`config.mk`:
```
export PLATFORM = sky130hd
export DESIGN_NAME = i2c_slave_rx
export DESIGN_NICKNAME = d
export VERILOG_FILES = /design/src/rtl/i2c_srx_pkg.sv /design/src/rtl/i2c_glitch_filter.sv /design/src/rtl/i2c_addr_match.sv /design/src/rtl/i2c_slave_rx.sv
export SDC_FILE = /design/constraint.sdc
export NUM_CORES = 1
export LEC_CHECK = 0
export ABC_AREA = 0
export BUFFER_PORTS_ARGS = -buffer_cell sky130_fd_sc_hd__buf_4
export CAP_MARGIN = 10
export CORE_ASPECT_RATIO = 1.25
export CORE_UTILIZATION = 45
export CTS_CLUSTER_DIAMETER = 50
export CTS_CLUSTER_SIZE = 16
export DETAILED_ROUTE_END_ITERATION = 16
export GPL_TIMING_DRIVEN = 0
export PLACE_DENSITY = 0.66
export SLEW_MARGIN = 40
export SYNTH_ARGS = -nofsm -noshare
export SYNTH_HDL_FRONTEND = slang
export SYNTH_HIERARCHICAL = 1
export SYNTH_SLANG_ARGS = --single-unit
```
`constraint.sdc`:
```
create_clock -name clk -period 5.1 [get_ports clk]
set_input_delay 0.255 -clock clk [delete_from_list [all_inputs] [get_ports clk]]
set_output_delay 0.255 -clock clk [all_outputs]
set_load 0.05 [all_outputs]
```
`src/rtl/i2c_srx_pkg.sv`:
```
package i2c_srx_pkg;
  localparam int BYTE_W = 8;
  localparam int ADDR_W = 10;

  localparam logic [3:0] MODE_S7     = 4'b0110;
  localparam logic [3:0] MODE_S10    = 4'b0111;
  localparam logic [3:0] MODE_S7_SP  = 4'b1110;
  localparam logic [3:0] MODE_S10_SP = 4'b1111;

  typedef enum logic [1:0] {
    PH_IDLE,
    PH_ADDR1,
    PH_ADDR2,
    PH_DATA
  } phase_t;
endpackage

```
`src/rtl/i2c_glitch_filter.sv`:
```
module i2c_glitch_filter #(
  parameter int FILT_LEN = 4
) (
  input  logic clk,
  input  logic rst_n,
  input  logic din,
  output logic dout
);
  localparam int CW = $clog2(FILT_LEN) + 1;

  logic [1:0]    sync_r;
  logic [CW-1:0] run_cnt;
  logic          q_r;

  always_ff @(posedge clk or negedge rst_n) begin
    if (!rst_n) begin
      sync_r  <= 2'b11;
      run_cnt <= '0;
      q_r     <= 1'b1;
    end else begin
      sync_r <= {sync_r[0], din};
      if (sync_r[1] == q_r) begin
        run_cnt <= '0;
      end else if (run_cnt == CW'(FILT_LEN - 1)) begin
        q_r     <= sync_r[1];
        run_cnt <= '0;
      end else begin
        run_cnt <= run_cnt + 1'b1;
      end
    end
  end

  assign dout = q_r;

  AST_FILT_HOLD: assert property (@(posedge clk) disable iff (!rst_n)
    (sync_r[1] == q_r) |=> $stable(q_r));
endmodule

```
`src/rtl/i2c_addr_match.sv`:
```
module i2c_addr_match
  import i2c_srx_pkg::*;
(
  input  logic [BYTE_W-1:0] byte_in,
  input  phase_t            phase,
  input  logic              ten_bit,
  input  logic              gc_en,
  input  logic [ADDR_W-1:0] own_addr,
  output logic              hit
);
  logic [BYTE_W-1:0] ten_hdr;
  logic              seven_hit;
  logic              gcall_hit;

  assign ten_hdr   = {5'b11110, own_addr[9:8], 1'b0};
  assign seven_hit = (byte_in[7:1] == own_addr[6:0]);
  assign gcall_hit = gc_en && (byte_in == '0);

  always_comb begin
    unique case (phase)
      PH_ADDR1: hit = ten_bit ? (byte_in == ten_hdr) : (seven_hit || gcall_hit);
      PH_ADDR2: hit = ten_bit && (byte_in == own_addr[7:0]);
      PH_DATA:  hit = 1'b1;
      default:  hit = 1'b0;
    endcase
  end
endmodule

```
`src/rtl/i2c_slave_rx.sv`:
```
module i2c_slave_rx
  import i2c_srx_pkg::*;
#(
  parameter int FILT_LEN = 4
) (
  input  logic              clk,
  input  logic              rst_n,
  input  logic              scl_i,
  input  logic              sda_i,
  output logic              sda_oe,
  input  logic [3:0]        mode,
  input  logic              gc_en,
  input  logic [ADDR_W-1:0] own_addr,
  output logic [BYTE_W-1:0] rx_data,
  output logic              rx_valid,
  input  logic              rx_ready,
  output logic              irq,
  input  logic              irq_clr,
  output logic              ovf,
  output logic              st_start,
  output logic              st_stop,
  output logic              st_data,
  output logic              st_rw,
  output logic              st_upd
);
  localparam int LINES = 2;
  localparam int CNT_W = $clog2(BYTE_W + 1);
  localparam logic [CNT_W-1:0] LAST_BIT = CNT_W'(BYTE_W - 1);
  localparam logic [CNT_W-1:0] ACK_SLOT = CNT_W'(BYTE_W);

  // line filtering, index 0 = SCL, index 1 = SDA
  logic [LINES-1:0] raw_l, filt_l;
  assign raw_l = {sda_i, scl_i};

  for (genvar g = 0; g < LINES; g++) begin : g_filt
    i2c_glitch_filter #(.FILT_LEN(FILT_LEN)) u_filt (
      .clk  (clk),
      .rst_n(rst_n),
      .din  (raw_l[g]),
      .dout (filt_l[g])
    );
  end

  logic scl_f, sda_f, scl_p, sda_p;
  assign scl_f = filt_l[0];
  assign sda_f = filt_l[1];

  logic scl_rise, scl_fall, start_c, stop_c;
  assign scl_rise = scl_f && !scl_p;
  assign scl_fall = !scl_f && scl_p;
  assign start_c  = scl_f && scl_p && sda_p && !sda_f;
  assign stop_c   = scl_f && scl_p && !sda_p && sda_f;

  // mode decode
  logic mode_ok, ten_bit, sp_irq;
  assign ten_bit = (mode == MODE_S10) || (mode == MODE_S10_SP);
  assign sp_irq  = (mode == MODE_S7_SP) || (mode == MODE_S10_SP);
  assign mode_ok = (mode == MODE_S7) || (mode == MODE_S7_SP) || ten_bit;

  // bit engine
  phase_t            phase, nxt_phase;
  logic [BYTE_W-1:0] shreg;
  logic [BYTE_W-1:0] full_byte;
  logic [CNT_W-1:0]  bit_cnt;
  logic              ack_clk, accept_q, oe_r;
  logic              hit, byte_done, want, pop, store, ovf_evt;

  assign full_byte = {shreg[BYTE_W-2:0], sda_f};
  assign byte_done = scl_rise && (bit_cnt == LAST_BIT);

  i2c_addr_match u_match (
    .byte_in (full_byte),
    .phase   (phase),
    .ten_bit (ten_bit),
    .gc_en   (gc_en),
    .own_addr(own_addr),
    .hit     (hit)
  );

  assign want    = byte_done && hit && mode_ok;
  assign pop     = rx_valid && rx_ready;
  assign store   = want && (!rx_valid || pop);
  assign ovf_evt = want && rx_valid && !pop;

  always_comb begin
    unique case (phase)
      PH_ADDR1: begin
        if (!store)       nxt_phase = PH_IDLE;
        else if (ten_bit) nxt_phase = PH_ADDR2;
        else              nxt_phase = full_byte[0] ? PH_IDLE : PH_DATA;
      end
      PH_ADDR2, PH_DATA: nxt_phase = store ? PH_DATA : PH_IDLE;
      default:           nxt_phase = PH_IDLE;
    endcase
  end

  always_ff @(posedge clk or negedge rst_n) begin
    if (!rst_n) begin
      scl_p    <= 1'b1;
      sda_p    <= 1'b1;
      phase    <= PH_IDLE;
      shreg    <= '0;
      bit_cnt  <= '0;
      ack_clk  <= 1'b0;
      accept_q <= 1'b0;
      oe_r     <= 1'b0;
    end else begin
      scl_p <= scl_f;
      sda_p <= sda_f;
      if (start_c || stop_c) begin
        bit_cnt  <= '0;
        ack_clk  <= 1'b0;
        accept_q <= 1'b0;
        oe_r     <= 1'b0;
        phase    <= (start_c && mode_ok) ? PH_ADDR1 : PH_IDLE;
      end else begin
        if (scl_rise) begin
          if (bit_cnt < ACK_SLOT) begin
            shreg   <= full_byte;
            bit_cnt <= bit_cnt + 1'b1;
          end else begin
            ack_clk <= 1'b1;
          end
        end
        if (scl_fall && (bit_cnt == ACK_SLOT)) begin
          if (!ack_clk) begin
            oe_r <= accept_q;
          end else begin
            oe_r    <= 1'b0;
            bit_cnt <= '0;
            ack_clk <= 1'b0;
          end
        end
        if (byte_done) begin
          accept_q <= store;
          phase    <= nxt_phase;
        end
      end
    end
  end

  assign sda_oe = oe_r;

  // holding buffer, flags and status
  always_ff @(posedge clk or negedge rst_n) begin
    if (!rst_n) begin
      rx_data  <= '0;
      rx_valid <= 1'b0;
      ovf      <= 1'b0;
      irq      <= 1'b0;
      st_start <= 1'b0;
      st_stop  <= 1'b0;
      st_data  <= 1'b0;
      st_rw    <= 1'b0;
      st_upd   <= 1'b0;
    end else begin
      if (store) begin
        rx_data  <= full_byte;
        rx_valid <= 1'b1;
      end else if (pop) begin
        rx_valid <= 1'b0;
      end

      if (ovf_evt)  ovf <= 1'b1;
      else if (pop) ovf <= 1'b0;

      if (store || (sp_irq && (start_c || stop_c))) irq <= 1'b1;
      else if (irq_clr)                             irq <= 1'b0;

      if (mode_ok && start_c) begin
        st_start <= 1'b1;
        st_stop  <= 1'b0;
      end else if (mode_ok && stop_c) begin
        st_start <= 1'b0;
        st_stop  <= 1'b1;
      end

      if (store) begin
        st_data <= (phase == PH_DATA);
        if (phase == PH_ADDR1) begin
          st_rw  <= ten_bit ? 1'b0 : full_byte[0];
          st_upd <= ten_bit;
        end
        if (phase == PH_ADDR2) st_upd <= 1'b0;
      end
    end
  end

  AST_START_STOP_EXCL: assert property (@(posedge clk) disable iff (!rst_n)
    !(st_start && st_stop));
  AST_ACK_IN_SLOT: assert property (@(posedge clk) disable iff (!rst_n)
    sda_oe |-> (bit_cnt == ACK_SLOT));
  AST_OVF_KEEPS_BUF: assert property (@(posedge clk) disable iff (!rst_n)
    ovf_evt |=> ($stable(rx_data) && ovf && rx_valid));
  AST_NO_ACK_ON_OVF: assert property (@(posedge clk) disable iff (!rst_n)
    ovf |-> !sda_oe);
  AST_STORE_RAISES: assert property (@(posedge clk) disable iff (!rst_n)
    store |=> (irq && rx_valid));
endmodule

```
==> summary.md <==
| Metric | Value |
|---|---|
| Layout Area Growth over Synthesis | 20.88% |
| PD cells | 467.1 nW/um^2 |
| Core area | 4765 sq um |
| Ys flop type | dfrtp_1 |
| TNS Setup | 0 ns |
| Synthesized area per cell | 11.89 sq um |
| Peak Freq | 0.3729 GHz |
| Final wirelength | 4.264 mm |
| Clock Skew | 0.01112 ns |
| Leakage | 1.311 nW |
| Least-Margin Pin Slew | 0.5750 ns |
| Sequential cell area | 1161 sq um |
| Min-Delay Path Class | input pin to flip-flop |
| WL per Instance | 14.45 um |
| Post-synth EDFFs | 0 |
| Multi-input logic area | 1007 sq um |
| Final hold vios | 0 |
| CTS tree | done |
| Mapped cell area | 2247 sq um |
| GR Util All Layers | 17.92% |
| Number of port buffers | 37 |
| Setup-failing EPs final | 0 |
| Outcome | finished, final reports clean |
| Remaining DRCs | 0 |
| # Max-Cap Violations | 0 |
| GP Congestion | 0.7909 |
| # IOs | 38 |
| Vias per inst | 5.305 |
| Worst path arrival time | 2.85 ns |
| Leading area contributor after synthesis | dfrtp_1 |
| Clock sinks | 46 |
| Final ANT Viol Nets | 0 |
| Async SR Flop Fraction | 100.0% |
| Initial core utilization | 47.16% |
| Post-Syn Instances | 189 |
| Synth warn | 6 |
| Rel. slew slack | 61.67% |
| Vias in the first global route | 1517 |
| Critical path peak fanout | 10 |
| Tcrit/Tclk final | 52.58% |
| Die Wd | 65.21 um |
| Clk buf depth | 2 |
| Post-Synthesis Net Count | 218 |
| TritonCTS buffer count | 5 |
| Unrepaired setup endpoints after global routing | no |
| N_diodes | 0 |
| Library cells used by synthesis | 41 |
| Initial antenna violation count | 0 |
| DPL Wire Length | 3.049 mm |
| Req. time, crit path | 5.27 ns |
| Layout Nets | 263 |
| Die area | 5282 sq um |
| Sequential cell area fraction in the yosys report | 51.67% |
| Worst skew pair latency | 0.30 ns |
| Root buf cell | clkbuf_8 |
| Pre-antenna DRT Iters | 4 |
| Num rows | 28 |
| First-pass GRT wire length | 7.079 mm |
| Worst setup path category | flip-flop to flip-flop |
| CP startpoint kind | flip-flop |
| Layout cells sized above 1 | 33.19% |
| Worst-path clk slew | 0.08 ns |
| Max H-tree Level | 2 |
| Initial DRC Count | 54 |
| Worst setup EP type | flip-flop |
| Max VDD drop | 0.2147 mV |
| Max-slew violations | 0 |
| Via count | 1565 |
| Overflow after GRT | 0 |
| Post-route insts no fill | 295 |
| Crit path time final | 2.682 ns |
| Pin count of the biggest net entering global routing | 47 |
| #FFs+latches synth | 46 |
| Top cell type's share of synthesized area | 42.32% |
| Placed cells | 286 |
| DIE HEIGHT | 81.01 um |
| Main area contributors after synthesis | dfrtp_1 (42%), dfstp_2 (9.4%), mux2_2 (7.5%) |
| Fillers | 457 |
cell type report:
cell class	instances	area share, %
sequential	46	42.75
multi-input combinational	127	37.08
clock buffer	7	2.810
buffer	5	1.382
timing repair buffer	38	10.59
tap	60	2.764
inverter	11	1.520
clock inverter	1	1.105
synthesized netlist by cell type (all sizes together), types with 2 or more instances:
| library cell | instances |
|---|---|
| buf | 2 |
| nand2b | 2 |
| nor2 | 14 |
| nor3 | 7 |
| o21ai | 7 |
| nand3 | 4 |
| mux2 | 17 |
| a21oi | 4 |
| nor3b | 5 |
| xor2 | 17 |
| dfstp | 8 |
| dfrtp | 38 |
| xnor2 | 5 |
| nor2b | 2 |
| nor4 | 4 |
| nand4b | 2 |
| a211o | 2 |
| ha | 8 |
| inv | 11 |
| clkbuf | 3 |
| o41ai | 2 |
| nand2 | 7 |
| a41oi | 2 |
| a31oi | 2 |
routing by layer:
layer / vias to the layer above / wire (um) / global-route usage, % / share of wire, %
met4: 0 / 60 / 6.522 / 1.4
met5: - / 0 / 0 / 0
li1: 751 / - / - / -
met2: 35 / 2144 / 30.52 / 50
met1: 773 / 1874 / 22.10 / 44
met3: 6 / 185 / 4.073 / 4.3
kinds of logic (layout without fill, tap and decap cells):
kind of cell             Yosys count  count (layout)  synth area share, %
AO/OA/AOI/OAI                     25              25                8.241
buffers and inverters             16              62                3.508
XOR/XNOR                          22              22                8.574
AND/OR/NAND/NOR                   54              54                14.25
flip-flops                        46              46                51.67
adder cells (fa/ha/maj)            8               8                4.455
multiplexers                      18              18                9.298
through the flow:
step / total power [W] / util, % / instance area [sq um] / hold WS [ns] / setup WS [ns]
6_report: 0.001269 / 57.01 / 2716 / 0.06039 / 2.418
5_1_grt: 0.001362 / 57.01 / 2716 / 0.04347 / 2.222
4_1_cts: 0.001280 / 57.01 / 2716 / 0.05137 / 2.417
3_5_place_dp: 0.001012 / 54.57 / 2600 / 0.2986 / 2.458
3_3_place_gp: 0.001001 / 54.57 / 2600 / 0.2945 / 2.438
2_1_floorplan: 0.0008907 / - / 2247 / -0.04059 / 2.767
critical path: stages (launching register included):
cell,delay (ns)
dfrtp_1,0.48
xor2_1,0.19
nor4_2,0.29
a31oi_1,0.12
a31oi_1,0.18
nand3_1,0.16
or4b_1,0.52
buf_6,0.17
buf_8,0.14
o21ai_0,0.19
o41ai_2,0.11
cells in the final DEF, fill, tap and decap left out, types with 2 or more instances in the layout:
master / instances
mux2_2: 15
a41oi_1: 2
nand2b_1: 2
xnor2_1: 5
dfrtp_1: 38
inv_1: 11
nor4_1: 2
o21ai_0: 7
ha_1: 8
nand4b_1: 2
a21oi_1: 4
a31oi_1: 2
o41ai_2: 2
nor4_2: 2
clkbuf_8: 5
nor2_1: 14
nand2_1: 7
nor2b_4: 2
buf_4: 37
nor3b_1: 5
mux2_4: 2
nand3_1: 4
dfstp_2: 8
clkbuf_1: 5
nor3_1: 7
xor2_1: 17
a211o_1: 2
power by group:
part	internal (W)	switching, W
combinational	0.000203	0.000205
sequential	0.000468	0.000125
clock	0.000147	0.000121
path summary, 6_finish.rpt:
| kind | slack [ns] | startpoint | endpoint | cells past startpoint |
|---|---|---|---|---|
| worst max-delay path | 2.42 | shreg[1]$_DFFE_PN0P_ | st_rw$_DFFE_PN0P_ | 10 |
| worst min-delay path | 0.06 | sda_i | g_filt[1].u_filt/sync_r[0]$_DFF_PN1_ | 1 |
| worst max register to register | 2.42 | shreg[1]$_DFFE_PN0P_ | st_rw$_DFFE_PN0P_ | 10 |
| worst min register to register | 0.36 | g_filt[0].u_filt/sync_r[0]$_DFF_PN1_ | g_filt[0].u_filt/sync_r[1]$_DFF_PN1_ | 0 |
| max in group asynchronous | 4.21 | rst_n | st_upd$_DFFE_PN0P_ | 2 |
| min in group asynchronous | 0.49 | rst_n | bit_cnt[3]$_DFF_PN0_ | 2 |
state kept, by name, indices dropped and copies added (netlist names), 2 cells and up:
signal / count
rx_data: 8
shreg: 7
g_filt.u_filt/run_cnt: 6
bit_cnt: 4
g_filt.u_filt/sync_r: 4
g_filt.u_filt/dout: 2
phase: 2
timing repair:
item	CTS	global route
hold buffers	1	0
resized for setup	0	0
setup buffers	0	0
hold endpoints to repair	38	0
(Power assumes the default switching activity.)
